`src/rtl/fgpio_port.sv`:
```
module fgpio_port #(
  parameter int W  = 16,
  parameter int AW = 4
) (
  input  logic          clk,
  input  logic          rst_n,
  input  logic          a_vld,
  input  logic          a_wr,
  input  logic [AW-1:0] a_adr,
  input  logic [W-1:0]  d_wdata,
  output logic [W-1:0]  d_rdata,
  input  logic [W-1:0]  pin_in,
  output logic [W-1:0]  pin_out,
  output logic [W-1:0]  pin_oe
);
  localparam logic [AW-2:0] SEL_DIR = 3'd0;
  localparam logic [AW-2:0] SEL_DAT = 3'd1;
  localparam logic [AW-2:0] SEL_ENB = 3'd2;
  localparam logic [AW-2:0] SEL_TOG = 3'd7;

  logic          dp_vld, dp_wr;
  logic [AW-2:0] dp_sel;
  logic [W-1:0]  dir_q, dat_q, enb_q, s1_q, s2_q, dat_rd;

  always_ff @(posedge clk or negedge rst_n)
    if (!rst_n) begin
      dp_vld <= 1'b0;
      dp_wr  <= 1'b0;
      dp_sel <= '0;
    end else begin
      dp_vld <= a_vld;
      dp_wr  <= a_wr;
      dp_sel <= a_adr[AW-1:1];
    end

  wire we = dp_vld & dp_wr;
  wire rd = dp_vld & ~dp_wr;

  always_ff @(posedge clk or negedge rst_n)
    if (!rst_n) begin
      dir_q <= '0;
      enb_q <= '0;
      dat_q <= '0;
    end else if (we) begin
      if (dp_sel == SEL_DIR) dir_q <= d_wdata;
      if (dp_sel == SEL_ENB) enb_q <= d_wdata;
      if (dp_sel == SEL_DAT) dat_q <= d_wdata;
      if (dp_sel == SEL_TOG) dat_q <= dat_q ^ d_wdata;
    end

  always_ff @(posedge clk or negedge rst_n)
    if (!rst_n) begin
      s1_q <= '0;
      s2_q <= '0;
    end else begin
      s1_q <= pin_in;
      s2_q <= s1_q;
    end

  assign pin_oe  = enb_q & dir_q;
  assign pin_out = dat_q & pin_oe;
  assign dat_rd  = (enb_q & ~dir_q & s2_q) | (~(enb_q & ~dir_q) & dat_q);

  always_comb begin
    d_rdata = '0;
    if (rd)
      case (dp_sel)
        SEL_DIR: d_rdata = dir_q;
        SEL_DAT: d_rdata = dat_rd;
        SEL_ENB: d_rdata = enb_q;
        default: d_rdata = '0;
      endcase
  end


  rst_clear_chk: assert property (@(posedge clk) disable iff (!rst_n)
    $rose(rst_n) |-> (dir_q == '0 && enb_q == '0 && dat_q == '0));

  toggle_flip_chk: assert property (@(posedge clk) disable iff (!rst_n)
    (we && dp_sel == SEL_TOG) |=> (dat_q == ($past(dat_q) ^ $past(d_wdata))));

  toggle_rd_zero_chk: assert property (@(posedge clk) disable iff (!rst_n)
    (rd && dp_sel == SEL_TOG) |-> (d_rdata == '0));

  undef_wr_chk: assert property (@(posedge clk) disable iff (!rst_n)
    (we && dp_sel != SEL_DIR && dp_sel != SEL_DAT && dp_sel != SEL_ENB && dp_sel != SEL_TOG)
    |=> ($stable(dir_q) && $stable(enb_q) && $stable(dat_q)));

  pins_hold_chk: assert property (@(posedge clk) disable iff (!rst_n)
    !we |=> ($stable(pin_oe) && $stable(pin_out)));

  dir_wr_chk: assert property (@(posedge clk) disable iff (!rst_n)
    (we && dp_sel == SEL_DIR) |=> (dir_q == $past(d_wdata)));
endmodule

```
`config.mk`:
```
export PLATFORM = sky130hd
export DESIGN_NAME = fgpio_port
export DESIGN_NICKNAME = d
export VERILOG_FILES = /design/src/rtl/fgpio_port.sv
export SDC_FILE = /design/constraint.sdc
export NUM_CORES = 1
export LEC_CHECK = 0
export BUFFER_PORTS_ARGS = -buffer_cell sky130_fd_sc_hd__buf_2
export CORE_MARGIN = 2
export CORE_UTILIZATION = 55
export CTS_BUF_LIST = sky130_fd_sc_hd__clkbuf_8
export DETAILED_ROUTE_END_ITERATION = 6
export PLACE_DENSITY_LB_ADDON = 0.08
export SLEW_MARGIN = 0
export SYNTH_ARGS = -nofsm -noshare
export SYNTH_HDL_FRONTEND = slang
export SYNTH_SLANG_ARGS = --single-unit
```
`constraint.sdc`:
```
create_clock -name clk -period 3.78 [get_ports clk]
set_input_delay 0.189 -clock clk [delete_from_list [all_inputs] [get_ports clk]]
set_output_delay 0.189 -clock clk [all_outputs]
set_load 0.05 [all_outputs]
```
==> impl_metrics.csv, run 1 <==
group,metric,value,unit
sta,slew_viol_final,0,
clocking,cts.repair.resized,0,
floorplanning,die_area,7510,sq um
floorplanning,ioPinCount,88,
sta,fin_crit_sh,67.7,%
grt,first_global_vias,2604,
setup_path,path_cells,"or3b_1, o22ai_1, and2_1, buf_2",
synthesis,ys_seq_area_share,56.6,%
synthesis,synth_area_per_cell,12.5,sq um
grt,antenna_found_initial,0,
sta,fin_hold_ws,0.00673,ns
setup_path,crit_fanout,16,
cells_and_area,diodes,0,
drt,ant_nets,0,
sta,fin_setup_tns,0,ns
sta,layout_min_cycle_time,2.56,ns
synthesis,yosys_register_bits,85,
drt,via_count,2614,
synthesis,synth-edff-count,0,
clocking,cts_buffer_depth,2,
clocking,clkTransAtPathRegs,0.08,ns
power_and_ir_drop,peakVddDrop,0.344,mV
outcome,outcome,"finished clean",
drt,wl_per_cell,16.2,um
drt,via_per_inst,5.30,
floorplanning,initial_core_util,55.9,%
cells_and_area,drive_above_1_share,33.4,%
power_and_ir_drop,power_leakage,2.30,nW
worst_hold_path,hold_class,"primary input to asynchronous set/reset pin",
synthesis,synth_cell_type_count,23,
synthesis,syn_inst,301,
clocking,htreeDepth,3,
placed_design,place_ws,1.63,ns
grt,grt_max_degree,86,
setup_path,arrival,2.37,ns
setup_path,cpMaxStageDelayCell,"or3b_1",
floorplanning,die_h,86.7,um
setup_path,crit_path_end_kind,"output port",
sta,max-slew-margin-rel,30.4,%
sta,rsz0062_at_grt,"false",
setup_path,start_kind,"register",
setup_path,slowest_delay,0.72,ns
cells_and_area,area_delta_synth_final,24.3,%
synthesis,syn_area,3760,sq um
synthesis,yosys_warnings,0,
grt,track_usage,22.9,%
job,maxCapViolations,0,
synthesis,async_flop_share,100,%
placed_design,io_buffer_count,86,
cells_and_area,fill_cells,519,
clocking,cts_sinks,85,
sta,hold_viol,0,
sta,setup_viol,0,
clocking,cts_made_buffers,9,
cells_and_area,final_cell_mix,"dfrtp_1, buf_2, nand2_1",
placed_design,finalWeightedCongestion,0.755,
floorplanning,row_count,30,
cells_and_area,multi_input_area,1560,sq um
clocking,cts_root_buf,"clkbuf_8",
power_and_ir_drop,p_per_area,587,nW/um^2
cells_and_area,regArea,2130,sq um
clocking,tritoncts,"done",
drt,route.detailed.drc,0,
sta,worstMarginPinSlew,1.04,ns
grt,grt_overflow,0,
drt,drt-initial-drc-count,74,
drt,drtPass1Iterations,4,
synthesis,synth_fp_nets,341,
synthesis,synth-main-ff-cell,"dfrtp_1",
drt,wl,7980,um
sta,fmax,391,MHz
setup_path,worstPathRequired,3.59,ns
floorplanning,core-area,6720,sq um
floorplanning,dieWidth,86.7,um
setup_path,reg2reg_depth,3,
clocking,cts_setup_buffers,0,
grt,grt_pass1_wl,12900,um
clocking,clk-insertion-delay-late,0.35,ns
placed_design,hpwl,4890,um
cells_and_area,final_nets,448,
setup_path,critPathKind,"register to output port",
sta,finClkSkew,0.00641,ns
sta,fin_ws,1.22,ns
[path summary, 6_finish.rpt]
check	start	end	slack (ns)
worst max-delay path	dp_sel[0]	d_rdata[12]	1.22
min in group clk	d_wdata[9]	enb_q[9]	0.09
worst max register to register	dp_sel[1]	dir_q[4]	1.65
worst min register to register	s1_q[8]	s2_q[8]	0.35
max in group asynchronous	rst_n	dir_q[10]	3.09
worst min-delay path	rst_n	s2_q[2]	0.007
[layer usage]
| metal | GRT usage, % | wire length (um) |
|---|---|---|
| met5 | 0 | 0 |
| met4 | 10.4 | 174 |
| met3 | 4.67 | 284 |
| met2 | 37.5 | 4020 |
| met1 | 29.6 | 3500 |
[cell type report]
cell class | instances | share of cell area, %
sequential | 85 | 45.5
multi-input combinational | 203 | 33.3
tap | 80 | 2.14
clock inverter | 5 | 1.77
inverter | 1 | 0.0803
clock buffer | 11 | 3.24
timing repair buffer | 108 | 13.9
[critical path, delay by kind of cell, from the launching register on]
family | cells | cell delay, ns
compound gates | 1 | 0.29
buf+inv | 1 | 0.28
flops | 1 | 0.54
simple gates | 2 | 0.91
[registers in the layout, summed over array words and instances (netlist names)]
name,cells
dat_q,16
dp_wr,1
s2_q,16
dir_q,16
s1_q,16
enb_q,16
dp_vld,1
dp_sel,3
[report_power, final]
group / internal, W / leakage (nW) / total [W] / switching (W)
clock: 0.000409 / 0.120 / 0.000730 / 0.000321
combinational: 0.000301 / 1.17 / 0.000760 / 0.000459
sequential: 0.00109 / 1.01 / 0.00125 / 0.000162
total: 0.00180 / 2.30 / 0.00274 / 0.000942
[repair_timing]
| action | CTS | global route |
|---|---|---|
| hold endpoints to repair | 21 | 0 |
| hold buffers | 21 | 0 |
| setup endpoints to repair | 0 | 0 |
[cells in the mapped netlist (all sizes together), types with 10 or more instances]
| cell type | n | area (sq um) |
|---|---|---|
| dfrtp | 85 | 2130 |
| mux2i | 32 | 320 |
| and2 | 32 | 200 |
| nand2 | 33 | 124 |
| o22ai | 16 | 100 |
| xor2 | 17 | 149 |
| and3 | 16 | 100 |
| nor2b | 16 | 100 |
| mux2 | 32 | 360 |
| buf | 10 | 76.3 |
[cell families after synthesis]
kind of cell	share of synthesized area (%)
buffers and inverters	2.33
xor gates and xnor gates	3.96
DFF	56.6
and+or+nand+nor	15.9
muxes	18.1
AOI/OAI and AO/OA	3.06
[through the flow]
step | instance area, sq um | total power (W) | util (%) | cells
after floorplan | 3760 | 0.00182 | - | 301
after global placement | 4230 | 0.00198 | 62.9 | 456
final | 4670 | 0.00274 | 69.5 | 493
after global routing | 4670 | 0.00289 | 69.5 | 493
after CTS | 4670 | 0.00276 | 69.5 | 493
after detailed placement | 4230 | 0.00201 | 62.9 | 456
Note: power is estimated with default switching activity, not from simulation.
==> run 2: changes to the inputs <==
Clock period 3.78 ns to 2.53 ns, I/O delays scaled along.
==> run 2 against run 1 <==
  * Register-to-register slack worse by 0.90 ns
  * Power up 44%
  * Worst hold slack better by 0.018 ns
  * Final area up 0.24%
  * First-iteration DRC count up 34%
  * Worst setup slack worse by 1.1 ns
  * Clock power up 30%
  * Final cell count up 1.0%
  * Clock skew up 0.00090 ns
  * Non-clock buffer count up 6
  * Largest cell class unchanged
  * Flip-flop and latch count unchanged
  * Critical endpoint is now d_rdata[0]
  * Largest power group unchanged
==> impl_metrics.csv, run 2 (synthesized netlist as in run 1, its figures left out) <==
group,metric,value,unit
power_and_ir_drop,comb_power_share,28.8,%
placed_design,io_buffer_count,86,
job,maxCapViolations,0,
setup_path,crit_family,"simple AND/OR/NAND/NOR gates",
grt,grt_busiest_layer,"met2",
sta,fin_setup_tns,0,ns
grt,grt_pass1_wl,12600,um
drt,via_count,2579,
power_and_ir_drop,power_leakage,2.31,nW
placed_design,hpwl,5000,um
floorplanning,dieWidth,86.7,um
cells_and_area,area_delta_synth_final,24.6,%
clocking,cts_sinks,85,
cells_and_area,final_util,69.7,%
sta,fin_crit_sh,93.7,%
setup_path,crit_fanout,16,
setup_path,slowest_delay,0.71,ns
power_and_ir_drop,peakVddDrop,0.528,mV
floorplanning,die_h,86.7,um
power_and_ir_drop,p_per_area,843,nW/um^2
grt,grt.met1_usage,27.9,%
clocking,cts_made_buffers,9,
cells_and_area,final_cell_mix,"dfrtp_1, buf_2, nand2_1",
power_and_ir_drop,pwr-share-clk,24.0,%
sta,finClkSkew,0.00731,ns
sta,layout_min_cycle_time,2.37,ns
setup_path,arrival,2.24,ns
cells_and_area,final_nets,454,
setup_path,worstPathRequired,2.40,ns
grt,met3_usage,5.24,%
clocking,htreeDepth,3,
sta,hold_viol,0,
outcome,outcome,"finished clean",
floorplanning,ioPinCount,88,
setup_path,crit_path_end_kind,"output port",
floorplanning,initial_core_util,55.9,%
drt,route.detailed.drc,0,
power_and_ir_drop,power_switching_share,35.0,%
sta,worstMarginPinSlew,1.03,ns
clocking,clkTransAtPathRegs,0.08,ns
setup_path,critical_path_buf_inv_count,1,
grt,grt_overflow,0,
drt,drt-initial-drc-count,99,
clocking,cts_buffer_depth,2,
worst_hold_path,hold_class,"primary input to register",
drt,drtPass1Iterations,4,
setup_path,critPathKind,"register to output port",
setup_path,path_cells,"or3b_2, o22ai_1, and2_1, buf_2",
cells_and_area,fill_cells,516,
power_and_ir_drop,p_sw,0.00138,W
floorplanning,die_area,7510,sq um
grt,track_usage,22.2,%
floorplanning,core-area,6720,sq um
sta,setup_viol,0,
placed_design,finalWeightedCongestion,0.773,
grt,antenna_found_initial,0,
power_and_ir_drop,internal_power,0.00256,W
placed_design,place_inst,461,
drt,ant_nets,0,
grt,first_global_vias,2659,
cells_and_area,final_cells,498,
drt,wl,7740,um
sta,slew_viol_final,0,
grt,use_met2,37.8,%
floorplanning,row_count,30,
cells_and_area,fin_area,4680,sq um
setup_path,cpMaxStageDelayCell,"or3b_2",
cells_and_area,drive_above_1_share,34.2,%
setup_path,start_kind,"register",
drt,via_per_inst,5.18,
drt,wl_per_cell,15.5,um
sta,fmax,422,MHz
clocking,clk-insertion-delay-late,0.35,ns
sta,rsz0062_at_grt,"false",
sta,max-slew-margin-rel,31.1,%
placed_design,placed_cell_area,4270,sq um
cells_and_area,diodes,0,
clocking,tritoncts,"done",
clocking,cts_root_buf,"clkbuf_8",
grt,grt_max_degree,86,
power_and_ir_drop,sequentialPowerShare,47.2,%
-- run 2: cell types whose count changed in the layout (fill, tap and decap cells not counted) --
cell	change
dlygate4sd3_1	+1
clkinvlp_4	+1
clkbuf_8	-1
clkinv_4	-1
bufinv_16	-1
buf_4	+5
inv_6	+1
or3b_2	+1
or3b_1	-1
-- run 2: power groups by stage --
stage	Combinational, W	Sequential [W]	Clock (W)
after floorplan	0.000899	0.00181	0
after global placement	0.00109	0.00187	0
after detailed placement	0.00112	0.00189	0
after CTS	0.00115	0.00186	0.000975
after global routing	0.00123	0.00191	0.00103
final	0.00114	0.00186	0.000947
-- run 2: area by class of cell --
cell class	count	area (sq um)	area share, %
clock inverter	5	60.1	1.28
inverter	1	3.75	0.0801
tap	80	100	2.14
multi-input combinational	203	1560	33.2
sequential	85	2130	45.4
clock buffer	10	138	2.94
timing repair buffer	114	698	14.9
-- run 2: worst reg2reg max path: cells and delay by family, from the launching register on --
kind | cells | cell delay, ns
buffers and inverters | 1 | 0.23
xor gates and xnor gates | 1 | 0.17
DFF | 1 | 0.43
and+or+nand+nor | 2 | 0.89
-- run 2: final timing paths --
check | slack, ns | cells after the start | startpoint | end
setup / recovery | 0.16 | 4 | dp_sel[0] | d_rdata[0]
setup reg to reg | 0.75 | 4 | dp_sel[1] | dat_q[8]
min in group asynchronous | 0.50 | 2 | rst_n | s1_q[2]
hold / removal | 0.03 | 2 | d_wdata[10] | dir_q[10]
hold reg to reg | 0.35 | 0 | s1_q[5] | s2_q[5]
max in group asynchronous | 1.37 | 2 | rst_n | s1_q[6]
-- run 2: routing by layer --
metal,vias up,wire length [um],share of wire (%)
met5,-,0,0
met4,0,110,1.4
met3,10,330,4.3
met2,65,4010,52
met1,1255,3280,42
li1,1249,-,-
-- run 2: metrics by stage --
stage	total power (W)	hold slack [ns]	worst slack (ns)
after floorplan	0.00271	-0.169	0.755
after global placement	0.00296	0.234	0.497
after detailed placement	0.00301	0.236	0.489
after CTS	0.00399	0.0119	0.109
after global routing	0.00417	0.0316	0.0408
final	0.00395	0.0252	0.159
-- run 2: repair_timing --
| item | in CTS | in global routing |
|---|---|---|
| setup endpoints to repair | 0 | 1 |
| hold buffers | 22 | 0 |
| gates resized for setup | 0 | 1 |
| endpoints found under the hold margin | 46 | 0 |
| setup buffers | 0 | 0 |
